**config.mk**
```make
export PLATFORM = sky130hd
export DESIGN_NAME = dcl_limiter
export DESIGN_NICKNAME = d
export VERILOG_FILES = /design/src/rtl/dcl_pkg.sv /design/src/rtl/dcl_count_hold.sv /design/src/rtl/dcl_inflight.sv /design/src/rtl/dcl_select.sv /design/src/rtl/dcl_limiter.sv
export SDC_FILE = /design/constraint.sdc
export NUM_CORES = 1
export LEC_CHECK = 0
export CORE_UTILIZATION = 65
export CTS_BUF_LIST = sky130_fd_sc_hd__clkbuf_8
export DETAILED_ROUTE_END_ITERATION = 6
export DONT_BUFFER_PORTS = 1
export GPL_TIMING_DRIVEN = 0
export PLACE_DENSITY = 0.92
export SLEW_MARGIN = 20
export SYNTH_ARGS = -nofsm -noshare
export SYNTH_HDL_FRONTEND = slang
export SYNTH_SLANG_ARGS = --single-unit
```
**constraint.sdc**
```tcl
create_clock -name clk -period 17.6 [get_ports clk]
set_input_delay 0 -clock clk [delete_from_list [all_inputs] [get_ports clk]]
set_output_delay 0 -clock clk [all_outputs]
set_load 0.01 [all_outputs]
```
**src/rtl/dcl_pkg.sv**
```systemverilog
package dcl_pkg;
  typedef enum logic [1:0] {
    SRC_ROB = 2'd0,
    SRC_IQ  = 2'd1,
    SRC_LSQ = 2'd2
  } src_e;
endpackage

```
**src/rtl/dcl_count_hold.sv**
```systemverilog
module dcl_count_hold #(
  parameter int W = 6
) (
  input  logic         clk,
  input  logic         rst_n,
  input  logic         upd,
  input  logic [W-1:0] val_in,
  output logic [W-1:0] q,
  output logic [W-1:0] eff
);
  always_ff @(posedge clk) begin
    if (!rst_n)   q <= '0;
    else if (upd) q <= val_in;
  end

  // a fresh report is used in the cycle it arrives
  assign eff = upd ? val_in : q;
endmodule

```
**src/rtl/dcl_inflight.sv**
```systemverilog
module dcl_inflight #(
  parameter int IW = 6,
  parameter int GW = 3
) (
  input  logic          clk,
  input  logic          rst_n,
  input  logic [GW-1:0] add,
  input  logic [IW-1:0] sub,
  output logic [IW-1:0] q
);
  always_ff @(posedge clk) begin
    if (!rst_n) q <= '0;
    else        q <= q + IW'(add) - sub;
  end
endmodule

```
**src/rtl/dcl_select.sv**
```systemverilog
module dcl_select
  import dcl_pkg::*;
#(
  parameter int CW    = 6,
  parameter int IW    = 6,
  parameter int AW    = 4,
  parameter int GW    = 3,
  parameter int SW    = 8,
  parameter int WIDTH = 4
) (
  input  logic [CW-1:0]        rob_f,
  input  logic [CW-1:0]        iq_f,
  input  logic [CW-1:0]        lsq_f,
  input  logic [IW-1:0]        infl,
  input  logic [IW-1:0]        disp,
  input  logic [IW-1:0]        lsq_disp,
  input  logic [AW-1:0]        avail,
  output logic signed [SW-1:0] min_free,
  output src_e                 src,
  output logic [GW-1:0]        grant,
  output logic                 limited
);
  localparam logic signed [SW-1:0] WIDTH_S = SW'(WIDTH);

  function automatic logic signed [SW-1:0] net_free(
    input logic [CW-1:0] f, input logic [IW-1:0] n, input logic [IW-1:0] d);
    return SW'(f) - (SW'(n) - SW'(d));
  endfunction

  logic signed [SW-1:0] c_rob, c_iq, c_lsq, avail_s, cap;

  always_comb begin
    c_rob   = net_free(rob_f, infl, disp);
    c_iq    = net_free(iq_f, infl, disp);
    c_lsq   = net_free(lsq_f, infl, lsq_disp);
    avail_s = SW'(avail);
    min_free = c_rob;
    src      = SRC_ROB;
    if (c_iq < min_free)  begin min_free = c_iq;  src = SRC_IQ;  end
    if (c_lsq < min_free) begin min_free = c_lsq; src = SRC_LSQ; end
    limited = (avail != '0) && ((min_free <= 0) || (min_free < avail_s));
    cap = min_free;
    if (avail_s < cap) cap = avail_s;
    if (WIDTH_S < cap) cap = WIDTH_S;
    if (cap <= 0) grant = '0;
    else          grant = GW'(cap);
  end
endmodule

```
**src/rtl/dcl_limiter.sv**
```systemverilog
module dcl_limiter
  import dcl_pkg::*;
#(
  parameter int CW    = 6,
  parameter int IW    = 6,
  parameter int AW    = 4,
  parameter int WIDTH = 4,
  parameter int EW    = 8,
  localparam int GW   = $clog2(WIDTH + 1),
  localparam int MW   = (CW > IW) ? ((CW > AW) ? CW : AW) : ((IW > AW) ? IW : AW),
  localparam int SW   = MW + 2
) (
  input  logic          clk,
  input  logic          rst_n,
  input  logic          rob_free_vld,
  input  logic [CW-1:0] rob_free_cnt,
  input  logic          rob_empty_in,
  input  logic          iq_free_vld,
  input  logic [CW-1:0] iq_free_cnt,
  input  logic          lsq_free_vld,
  input  logic [CW-1:0] lsq_free_cnt,
  input  logic [IW-1:0] disp_cnt,
  input  logic [IW-1:0] lsq_disp_cnt,
  input  logic [AW-1:0] avail_cnt,
  input  logic [GW-1:0] renamed_cnt,
  output logic [GW-1:0] grant_cnt,
  output logic          block_req,
  output logic [1:0]    limit_src,
  output logic          rob_empty,
  output logic [EW-1:0] rob_evt_cnt,
  output logic [EW-1:0] iq_evt_cnt,
  output logic [EW-1:0] lsq_evt_cnt
);
  localparam int NSRC = 3;

  logic [NSRC-1:0]         upd;
  logic [CW-1:0]           rep   [NSRC];
  logic [CW-1:0]           held  [NSRC];
  logic [CW-1:0]           eff   [NSRC];
  logic [EW-1:0]           evt_q [NSRC];
  logic [IW-1:0]           inflight;
  logic signed [SW-1:0]    min_free;
  logic                    limited;
  src_e                    src;

  assign upd = {lsq_free_vld, iq_free_vld, rob_free_vld};
  assign rep[0] = rob_free_cnt;
  assign rep[1] = iq_free_cnt;
  assign rep[2] = lsq_free_cnt;

  for (genvar i = 0; i < NSRC; i++) begin : g_src
    dcl_count_hold #(.W(CW)) u_hold (
      .clk(clk), .rst_n(rst_n), .upd(upd[i]), .val_in(rep[i]),
      .q(held[i]), .eff(eff[i]));

    always_ff @(posedge clk) begin
      if (!rst_n) evt_q[i] <= '0;
      else if (limited && (src == src_e'(i))) evt_q[i] <= evt_q[i] + 1'b1;
    end
  end

  dcl_inflight #(.IW(IW), .GW(GW)) u_infl (
    .clk(clk), .rst_n(rst_n), .add(renamed_cnt), .sub(disp_cnt), .q(inflight));

  dcl_select #(.CW(CW), .IW(IW), .AW(AW), .GW(GW), .SW(SW), .WIDTH(WIDTH)) u_sel (
    .rob_f(eff[0]), .iq_f(eff[1]), .lsq_f(eff[2]),
    .infl(inflight), .disp(disp_cnt), .lsq_disp(lsq_disp_cnt), .avail(avail_cnt),
    .min_free(min_free), .src(src), .grant(grant_cnt), .limited(limited));

  always_ff @(posedge clk) begin
    if (!rst_n)            rob_empty <= 1'b1;
    else if (rob_free_vld) rob_empty <= rob_empty_in;
  end

  assign block_req   = limited;
  assign limit_src   = src;
  assign rob_evt_cnt = evt_q[0];
  assign iq_evt_cnt  = evt_q[1];
  assign lsq_evt_cnt = evt_q[2];
endmodule

```
## After elaboration in Yosys (flattened, before gate mapping)

Memory sizes are Yosys's and may differ from the RTL's.
Cells that the tools add are included.

- Bitwise operators: 3
- Add/subtract/negate cells: 10
- Order comparisons: 7
- Mux-type cells: 23
- Equality and inequality tests: 2
- Reductions and logical operators: 7

Operators with widths:

| kind | number |
|---|---|
| 8-bit 2-to-1 mux | 7 |
| 8-bit by 1-bit adder with 8-bit output (second input constant) | 3 |
| 6-bit 2-to-1 mux | 3 |
| 8-bit by 1-bit less-or-equal comparator with 1-bit output (second input constant) | 2 |
| 8-bit less-than comparator | 2 |
| 6-bit by 8-bit subtractor with 8-bit output | 2 |
| 6-bit by 6-bit subtractor with 7-bit output | 2 |
| 1-bit 2-to-1 mux | 11 |
| 4-bit by 8-bit less-than comparator with 1-bit output (first input constant) | 1 |
| 5-bit by 8-bit less-than comparator with 1-bit output | 1 |
| 8-bit by 5-bit less-than comparator with 1-bit output | 1 |
| 7-bit by 7-bit subtractor with 8-bit output | 1 |
| 6-bit by 3-bit adder with 6-bit output | 1 |
| 6-bit subtractor | 1 |
| 1-bit logical AND | 4 |
| 4-bit nonzero test | 1 |
| 3-bit 2-to-1 mux | 1 |
| 1-bit bitwise OR | 3 |
| 2-bit by 1-bit == test with 1-bit output (second input constant) | 1 |
| 2-bit == test (second input constant) | 1 |
| 2-bit zero test | 1 |
| 2-bit 2-to-1 mux | 1 |
| 1-bit logical OR | 1 |

- Output and inout bits: 31
- Logic and storage cells: 58
- Bits in writable memories: 24
- Bits of input ports: 43
- Flip-flop bits (word level): 25
- Memories: 1

Memory list:

| memory | words | width | rd ports | clocked after Yosys merged registers in | wr ports | RTL line | source |
|---|---|---|---|---|---|---|---|
| evt_q | 3 | 8 | 3 | 0 | 3 | dcl_limiter.sv:40 | `logic [EW-1:0] evt_q [NSRC];` |

## Longest topological paths before layout

Gate-level depths: netlist (run 1).

- Word-level depth: 14
- Gate-level depth with buffers: 43
- Mapped depth without buffers: 40

## By module

From an unflattened synthesis (run 1), not the netlist that was laid out.

- Cells, all modules: 541
- Area, all modules: 4991.0 um2

By module, submodules not included:

| module | cells an instance | sequential area each (um2) | times used | area each (um2) |
|---|---|---|---|---|
| dcl_select | 318 | 0.0 | 1 | 2471.1 |
| dcl_limiter | 115 | 740.7 | 1 | 1252.5 |
| dcl_count_hold | 19 | 120.1 | 3 | 261.5 |
| dcl_inflight | 51 | 120.1 | 1 | 483.0 |

## Worst setup path after synthesis (run 1)

No wires, ideal clock.

- Kind: register -> register
- From: register u_infl.q[0]
- To: memory evt_q[1][0], enable pin
- Buffers on the path: 1
- Clock period less this slack: 8.111 ns
- Required time: 17.213 ns
- Setup time: 0.387 ns
- Stages on the path, launching flop included: 37
- Data arrival time: 7.724 ns
- Setup slack: 9.489 ns
- Cell sequence: dfxtp_1 > inv_1 > ha_1 > inv_1 > fa_1 > fa_1 > inv_1 > a21oi_1 > maj3_1 > o31a_1 > maj3_1 > xnor2_1 > inv_1 > ha_1 > inv_1 > a31o_2 > a31oi_2 > mux2i_1 > inv_1 > ha_1 > nand4_1 > nor2_1 > o211ai_1 > a221o_1 > o21ai_4 > inv_2 > buf_2 > o21ai_0 > ha_1 > nor2b_1 > o21ai_0 > nand2b_1 > a21o_1 > o311ai_0 > a21o_2 > nand2_1 > o31ai_1

RTL lines:

| element | RTL line | source |
|---|---|---|
| start, declared | dcl_inflight.sv:9 | `output logic [IW-1:0] q` |
| start signal, assigned | dcl_inflight.sv:13 | `else q <= q + IW'(add) - sub;` |
| end, declared | dcl_limiter.sv:40 |  |

==> impl_metrics.toml, run 1 <==
[status]
run_status = "finished clean"

[cells_and_area]
num_antenna_cells = 0
multi_input_comb_area_mm2 = 0.00327
filler_cell_count = 463
layout.area.seq_mm2 = 0.00122
summed_area_of_non_filler_cells_in_the_final_layout_mm2 = 0.00516
final_standard_cell_count_with_taps_included_and_fillers_excluded = 648
drive_above_1_share = 0.0779
layout_net_count = 655
syn_to_final_growth_pct = 7.98

[grt]
antenna_found_initial = 0
grt_pass1_wl_um = 18400
vias_in_the_first_global_route = 4080
maximum_number_of_pins_on_one_net_before_global_route_repair = 15
total_grt_usage = 0.310
grt-ovfl-total = 0

[logic_synthesis]
ranking_of_synthesized_cells_by_instance_count = "inv_1, ha_1, nor2_1"
post_synthesis_share_of_cell_area_spent_on_xor_and_xnor_gates = 0.101
area_fraction_in_compound_gates_after_synthesis = 0.165
yosys-top-cells-area = "edfxtp_1, ha_1, dfxtp_1"
adder_and_majority_gate_portion_of_the_synthesized_area = 0.186
post-synth-top-area-cell = "edfxtp_1"
syn-cell-area_mm2 = 0.00478
synth_cell_types = 71
synth_top_family_by_area = "adder cells"
postSynthRegisterBits = 49
yosys.area.top_type_share = 0.151
synth_cells = 529
predominant_post_synthesis_flop_cell = "dfxtp_1"
synth.mux.area_fraction = 0.0589
synth_seq_area_share = 0.255
synth.net_count = 633
post_synth_and_or_nand_nor_area_fraction = 0.173
avgSynthCellArea_um2 = 9.04
yosys_warnings = 0
synthArstFlopShare = 0
yosys.cell_count.top_type = "inv_1"
synth_edf_count = 24

[placed_design]
detailedPlacementHpwl_um = 8690
buffer_ports.inserted = 0
place.gp.congestion = 0.944
dpl-instance-area_mm2 = 0.00490
count_of_placed_standard_cells_including_taps = 625

[critical_path]
cp-start-kind = "register"
crit_required_ns = 17.53
critical_path_buf_inv_count = 8
crit_fanout = 10
r2r.worst_path.cells = 36
cell_count_along_the_critical_path = 36
most_frequent_cp_cell = "inv_1"
critPathKind = "register to register"
timing.critical_path.slowest_cell_delay_ns = 0.88
crit_path_end_kind = "register"
crit_slowest_cell = "o21ai_0"
arrival_ns = 9.57
timing.critical_path.max_delay_family = "compound AO/OA/AOI/OAI gates"

[floorplanning]
core_area_mm2 = 0.00694
rows = 30
die_w_um = 87.8
top_level_ports = 74
starting_utilization_of_the_core_area = 0.688
chipHeight_um = 87.8
dieArea_mm2 = 0.00770

[cts]
cts_tree = "done"
clk_latency_ns = 0.31
clock_sinks = 49
clock-root-buffer = "clkbuf_8"
htree_num_levels = 2
clk_pin_slew_worst_paths_ns = 0.09
clockBufferDepth = 2
cts_resized = 0
post-cts-setup-buffers = 0
number_of_buffers_inserted_during_clock_tree_synthesis = 5

[route]
vias_per_cell = 6.27
detail_route.iter0.violations = 207
first_pass_iters = 5
routed_wire_length_per_instance_um = 18.0
num_vias = 4063
routed_wl_um = 11600
drcViolationCount = 0
antenna_violating_nets_post_route = 0

[timing]
fin_tns_setup_ns = 0
worst_setup_skew_after_layout_ns = 0.0134
slew-limit-headroom = 0.275
worst_tran_pin_value_ns = 1.08
finalMaxSlewViolations = 0
rsz0062_at_grt = "no"
min_period_over_period = 0.547
final-setup-viol-count = 0
min_period_ns = 9.63
total_count_of_hold_check_failures_in_the_final_report = 0
clock.fmax_mhz = 104

[worst_hold_path]
hold-path-cell-count = 2
worstHoldPathType = "input pin to register"

[flow_run]
drv.max_cap_violation_count = 0
## area by class of cell
type	instances	area share
sequential	49	0.237
timing repair buffer	15	0.0291
buffer	11	0.0116
inverter	61	0.0444
tap	96	0.0233
clock buffer	5	0.0133
clock inverter	3	0.00727
multi-input combinational	408	0.634
## path summary, 6_finish.rpt
check	from	to	slack, ns
worst max-delay path	u_infl.q[0]	evt_q[0][5]	7.97
worst min-delay path	lsq_free_cnt[1]	g_src[2].u_hold.q[1]	0.002
worst max register to register	u_infl.q[0]	evt_q[0][5]	7.97
worst min register to register	g_src[0].u_hold.q[0]	g_src[0].u_hold.q[0]	0.55
## flip-flops by register name, summed over array words and instances (netlist names)
| name | count |
|---|---|
| g_src.u_hold.q | 18 |
| rob_empty | 1 |
| u_infl.q | 6 |
| evt_q | 24 |
## what timing repair did
| action | CTS | global route |
|---|---|---|
| endpoints found under the hold margin | 15 | 0 |
| endpoints found under the setup margin | 0 | 0 |
| hold buffers | 15 | 0 |
## stage by stage
| stage | setup slack, ns | hold slack (ns) | utilization |
|---|---|---|---|
| after detailed placement | 8.18 | 0.144 | 0.706 |
| after floorplan | 9.49 | 0.128 | - |
| after CTS | 8.03 | 0.00470 | 0.743 |
| final | 7.97 | 0.00205 | 0.743 |
| after global placement | 8.46 | 0.135 | 0.706 |
| after global routing | 7.40 | 0.00759 | 0.743 |
## routing by layer
layer  part of all wire  GRT usage  up-vias
li1                   -          -     1893
met4              0.042      0.151        0
met5                  0          0        -
met2               0.51      0.584      207
met3              0.072     0.0631       56
met1               0.38      0.327     1907
## cell families (layout without fill, tap and decap cells)
family | count (synthesis) | after routing
buffers and inverters | 72 | 95
DFF | 49 | 49
and+or+nand+nor | 159 | 159
adders and majority gates | 66 | 66
AOI/OAI and AO/OA | 105 | 105
muxes | 27 | 27
xor gates and xnor gates | 51 | 51
## cell usage in the layout (no fill, tap or decap), drive strengths merged, types with 19 or more instances in the layout
| master | synthesis | routed |
|---|---|---|
| ha | 51 | 51 |
| inv | 61 | 62 |
| dfxtp | 25 | 25 |
| edfxtp | 24 | 24 |
| xnor2 | 27 | 27 |
| a21oi | 25 | 25 |
| nand2 | 26 | 26 |
| o21ai | 19 | 19 |
| nor2 | 43 | 43 |
| nand3 | 21 | 21 |
| xor2 | 22 | 22 |
Power of run 1 is not shown: default switching activity piles up to over one toggle a cycle in this logic, so the estimate is an artifact.
==> inputs of run 2 (changes only) <==
==> constraint.sdc (replaced) <==
create_clock -name clk -period 9.2 [get_ports clk]
set_input_delay 0 -clock clk [delete_from_list [all_inputs] [get_ports clk]]
set_output_delay 0 -clock clk [all_outputs]
set_load 0.01 [all_outputs]
==> impl_metrics.toml, run 2 (synthesized netlist as in run 1, its figures left out) <==
[cells_and_area]
multi_input_comb_area_mm2 = 0.00334
final_common_cell = "inv_1"
reg.largest.list = "evt_q x24, g_src.u_hold.q x18, u_infl.q x6"
num_antenna_cells = 0
layout_net_count = 658
syn_to_final_growth_pct = 9.92
drive_above_1_share = 0.0937
final_cell_mix = "inv_1, ha_1, nor2_1, nand2_1"
filler_cell_count = 456
registers.top_by_ff_count = "evt_q"
finish.utilization = 0.757
layout.area.seq_mm2 = 0.00122
largest_register_ffs = 24

[timing]
min_period_over_period = 0.965
worst_setup_skew_after_layout_ns = 0.0107
worst_tran_pin_value_ns = 0.730
final-setup-viol-count = 0
finalMaxSlewViolations = 0
slew-limit-headroom = 0.510
fin_tns_setup_ns = 0
total_count_of_hold_check_failures_in_the_final_report = 0
clock.fmax_mhz = 113
min_period_ns = 8.88

[critical_path]
critPathKind = "register to output pin"
arrival_ns = 8.88
crit_slowest_cell = "fa_1"
critical_path_buf_inv_count = 8
most_frequent_cp_cell = "inv_1"
crit_path_end_kind = "output pin"
cp-start-kind = "register"
crit_fanout = 10
timing.critical_path.max_delay_family = "adder cells"
timing.critical_path.slowest_cell_delay_ns = 0.53
crit_required_ns = 9.20

[flow_run]
drv.max_cap_violation_count = 0

[floorplanning]
core_area_mm2 = 0.00694
chipHeight_um = 87.8
dieArea_mm2 = 0.00770
starting_utilization_of_the_core_area = 0.688
rows = 30
top_level_ports = 74
die_w_um = 87.8

[route]
antenna_violating_nets_post_route = 0
routed_wl_um = 11800
routed_wire_length_per_instance_um = 18.2
detail_route.iter0.violations = 181
vias_per_cell = 6.26
drcViolationCount = 0
first_pass_iters = 5
num_vias = 4073

[placed_design]
place.gp.congestion = 0.944
detailedPlacementHpwl_um = 8690
buffer_ports.inserted = 0

[status]
run_status = "finished clean"

[grt]
vias_in_the_first_global_route = 4073
grt_pass1_wl_um = 18400
antenna_found_initial = 0
grt-ovfl-total = 0
total_grt_usage = 0.310
maximum_number_of_pins_on_one_net_before_global_route_repair = 15

[cts]
clockBufferDepth = 2
number_of_buffers_inserted_during_clock_tree_synthesis = 5
clk_latency_ns = 0.31
cts_tree = "done"
clock-root-buffer = "clkbuf_8"
htree_num_levels = 2
clock_sinks = 49
clk_pin_slew_worst_paths_ns = 0.09

[worst_hold_path]
worstHoldPathType = "input pin to register"
run 2: layout make-up:
| type | instances | share of cell area |
|---|---|---|
| Clock buffer | 5 | 0.0131 |
| Buffer | 11 | 0.0119 |
| Timing Repair Buffer | 18 | 0.0329 |
| Clock inverter | 3 | 0.00714 |
| Inverter | 61 | 0.0436 |
| Tap cell | 96 | 0.0229 |
| Multi-Input combinational cell | 408 | 0.636 |
| Sequential cell | 49 | 0.232 |
run 2: worst register-to-register path, delay by kind of cell (launching register included):
kind / cells / cell delay, ns
mux: 1 / 0.36
fa+ha+maj: 8 / 2.96
xor+xnor: 1 / 0.23
compound gates: 13 / 3.00
simple gates: 6 / 0.82
flops: 1 / 0.31
buf+inv: 8 / 0.80
run 2: path summary, 6_finish.rpt:
path	slack, ns	from	cells past startpoint	to
setup / recovery	0.32	u_infl.q[0]	40	grant_cnt[2]
hold / removal	0.004	lsq_free_cnt[1]	2	g_src[2].u_hold.q[1]
setup reg to reg	0.35	u_infl.q[0]	37	evt_q[1][6]
hold reg to reg	0.55	g_src[0].u_hold.q[0]	2	g_src[0].u_hold.q[0]
run 2: metrics by stage:
step	std cells	hold slack, ns	cell area [um2]	setup slack (ns)
global route	651	0.00758	5250	-0.0976
floorplan	529	0.128	4780	1.09
finish	651	0.00415	5250	0.319
global placement	625	0.135	4900	0.0569
detailed placement	625	0.144	4900	-0.222
CTS	648	0.00470	5190	0.0116
run 2: metal layers:
layer	routed length (um)	vias to the layer above	GRT usage
li1	-	1895	-
met1	4530	1906	0.323
met2	6010	215	0.591
met5	0	-	0
met4	507	0	0.148
met3	804	57	0.0631
run 2: timing repair:
| item | in CTS | in global routing |
|---|---|---|
| setup endpoints to repair | 27 | 27 |
| gates resized for setup | 8 | 9 |
| gates cloned | 0 | 0 |
| hold buffers | 15 | 0 |
| hold endpoints to repair | 15 | 0 |
| setup buffers | 0 | 3 |
| pin swaps | 0 | 2 |
Power of run 2 is left out for the same reason.
==> inputs of run 3 (changes only) <==
--- a/config.mk
+++ b/config.mk
@@ -14,4 +14,5 @@
 export SLEW_MARGIN = 20
 export SYNTH_ARGS = -nofsm -noshare
 export SYNTH_HDL_FRONTEND = slang
+export SYNTH_HIERARCHICAL = 1
 export SYNTH_SLANG_ARGS = --single-unit
==> impl_metrics.toml, run 3 <==
[cells_and_area]
num_antenna_cells = 0
final_cell_mix = "inv_1, ha_1, nor2_1, a21oi_1, nand2_1"
registers.top_by_ff_count = "evt_q"
syn_to_final_growth_pct = 11.1
layout_net_count = 669
largest_register_ffs = 24
finish.utilization = 0.752
final_standard_cell_count_with_taps_included_and_fillers_excluded = 665
reg.largest.list = "evt_q x24, g_src.u_hold/q x18, u_infl/q x6"
filler_cell_count = 504
drive_above_1_share = 0.170
final_common_cell = "inv_1"

[placed_design]
detailedPlacementHpwl_um = 8330
place.gp.congestion = 0.896
count_of_placed_standard_cells_including_taps = 633
buffer_ports.inserted = 0

[timing]
clock.fmax_mhz = 110
worst_setup_skew_after_layout_ns = 0.00633
fin_tns_setup_ns = 0
worst_tran_pin_value_ns = 0.844
slew-limit-headroom = 0.435
min_period_over_period = 0.987
fin_hold_ws_ns = 0.00199
final-setup-viol-count = 0
finalMaxSlewViolations = 0
total_count_of_hold_check_failures_in_the_final_report = 0
min_period_ns = 9.08

[floorplanning]
die_w_um = 89.4
core_area_mm2 = 0.00733
top_level_ports = 74
starting_utilization_of_the_core_area = 0.677
rows = 31
chipHeight_um = 89.4
dieArea_mm2 = 0.00799

[critical_path]
cp-start-kind = "register"
crit_required_ns = 9.37
timing.critical_path.slowest_cell_delay_ns = 0.58
critPathKind = "register to register"
crit_slowest_cell = "fa_2"
crit_fanout = 9
crit_path_end_kind = "register"
arrival_ns = 9.25

[route]
first_pass_iters = 7
routed_wire_length_per_instance_um = 17.4
routed_wl_um = 11500
num_vias = 4071
detail_route.iter0.violations = 329
vias_per_cell = 6.12
drcViolationCount = 2
antenna_violating_nets_post_route = 0

[cts]
cts_tree = "done"
clockBufferDepth = 2
clock-root-buffer = "clkbuf_8"
htree_num_levels = 2
clk_pin_slew_worst_paths_ns = 0.11
clk_latency_ns = 0.32
clock_sinks = 49
number_of_buffers_inserted_during_clock_tree_synthesis = 5

[logic_synthesis]
avgSynthCellArea_um2 = 9.29
synth.net_count = 638
syn-cell-area_mm2 = 0.00496
yosys_warnings = 6
synth_cells = 534

[grt]
maximum_number_of_pins_on_one_net_before_global_route_repair = 27
grt_pass1_wl_um = 17200
grt-ovfl-total = 0
grt-busiest-layer = "met2"
vias_in_the_first_global_route = 3932
total_grt_usage = 0.274
gr_util_met2 = 0.501
antenna_found_initial = 0
globalRouteMet3Util = 0.0406
groute.layer.met1.usage = 0.332

[status]
violations = "design-rule violations"
run_status = "finished, violations left"

[flow_run]
drv.max_cap_violation_count = 0

[worst_hold_path]
worstHoldPathType = "input pin to register"
==> run 3: worst max-delay path, delay by kind of cell (launching register included) <==
family          cells  cell delay, ns
fa+ha+maj           9            3.20
xor+xnor            1            0.16
mux                 1            0.15
flops               1            0.34
compound gates     13            2.67
buf+inv             7            0.82
simple gates       10            1.62
==> run 3: worst paths after layout <==
kind	from	end	slack [ns]	cells after the start
worst max register to register	u_infl/q[0]	evt_q[1][6]	0.12	41
worst min register to register	g_src[2].u_hold/q[0]	g_src[2].u_hold/q[0]	0.60	2
worst min-delay path	rst_n	evt_q[0][5]	0.002	1
worst max-delay path	u_infl/q[0]	evt_q[1][6]	0.12	41
==> run 3: metrics by stage <==
| stage | worst slack (ns) | instance area (um2) |
|---|---|---|
| 2_1_floorplan | 0.760 | 4960 |
| 3_3_place_gp | -0.220 | 5080 |
| 3_5_place_dp | -0.515 | 5080 |
| 4_1_cts | 0.0526 | 5420 |
| 5_1_grt | -0.134 | 5510 |
| 6_report | 0.124 | 5510 |
==> run 3: area by class of cell <==
| cell class | instances | area, um2 | area share |
|---|---|---|---|
| multi-input combinational | 410 | 3480 | 0.631 |
| sequential | 49 | 1220 | 0.222 |
| timing repair buffer | 26 | 248 | 0.0449 |
| inverter | 58 | 218 | 0.0395 |
| buffer | 15 | 126 | 0.0229 |
| tap | 99 | 124 | 0.0225 |
| clock buffer | 5 | 68.8 | 0.0125 |
| clock inverter | 3 | 28.8 | 0.00522 |
==> run 3: per-layer routing <==
| layer | vias up | part of all wire | routed length, um |
|---|---|---|---|
| met1 | 1915 | 0.42 | 4800 |
| li1 | 1950 | - | - |
| met2 | 168 | 0.50 | 5720 |
| met3 | 38 | 0.064 | 734 |
| met4 | 0 | 0.025 | 291 |
| met5 | - | 0 | 0 |
==> run 3: what timing repair did <==
| action | in CTS | in global routing |
|---|---|---|
| setup endpoints to repair | 39 | 52 |
| hold buffers | 21 | 0 |
| pin swaps | 2 | 5 |
| endpoints found under the hold margin | 25 | 0 |
| resized for setup | 6 | 17 |
| buffers inserted | 1 | 4 |
Power of run 3 is left out for the same reason.
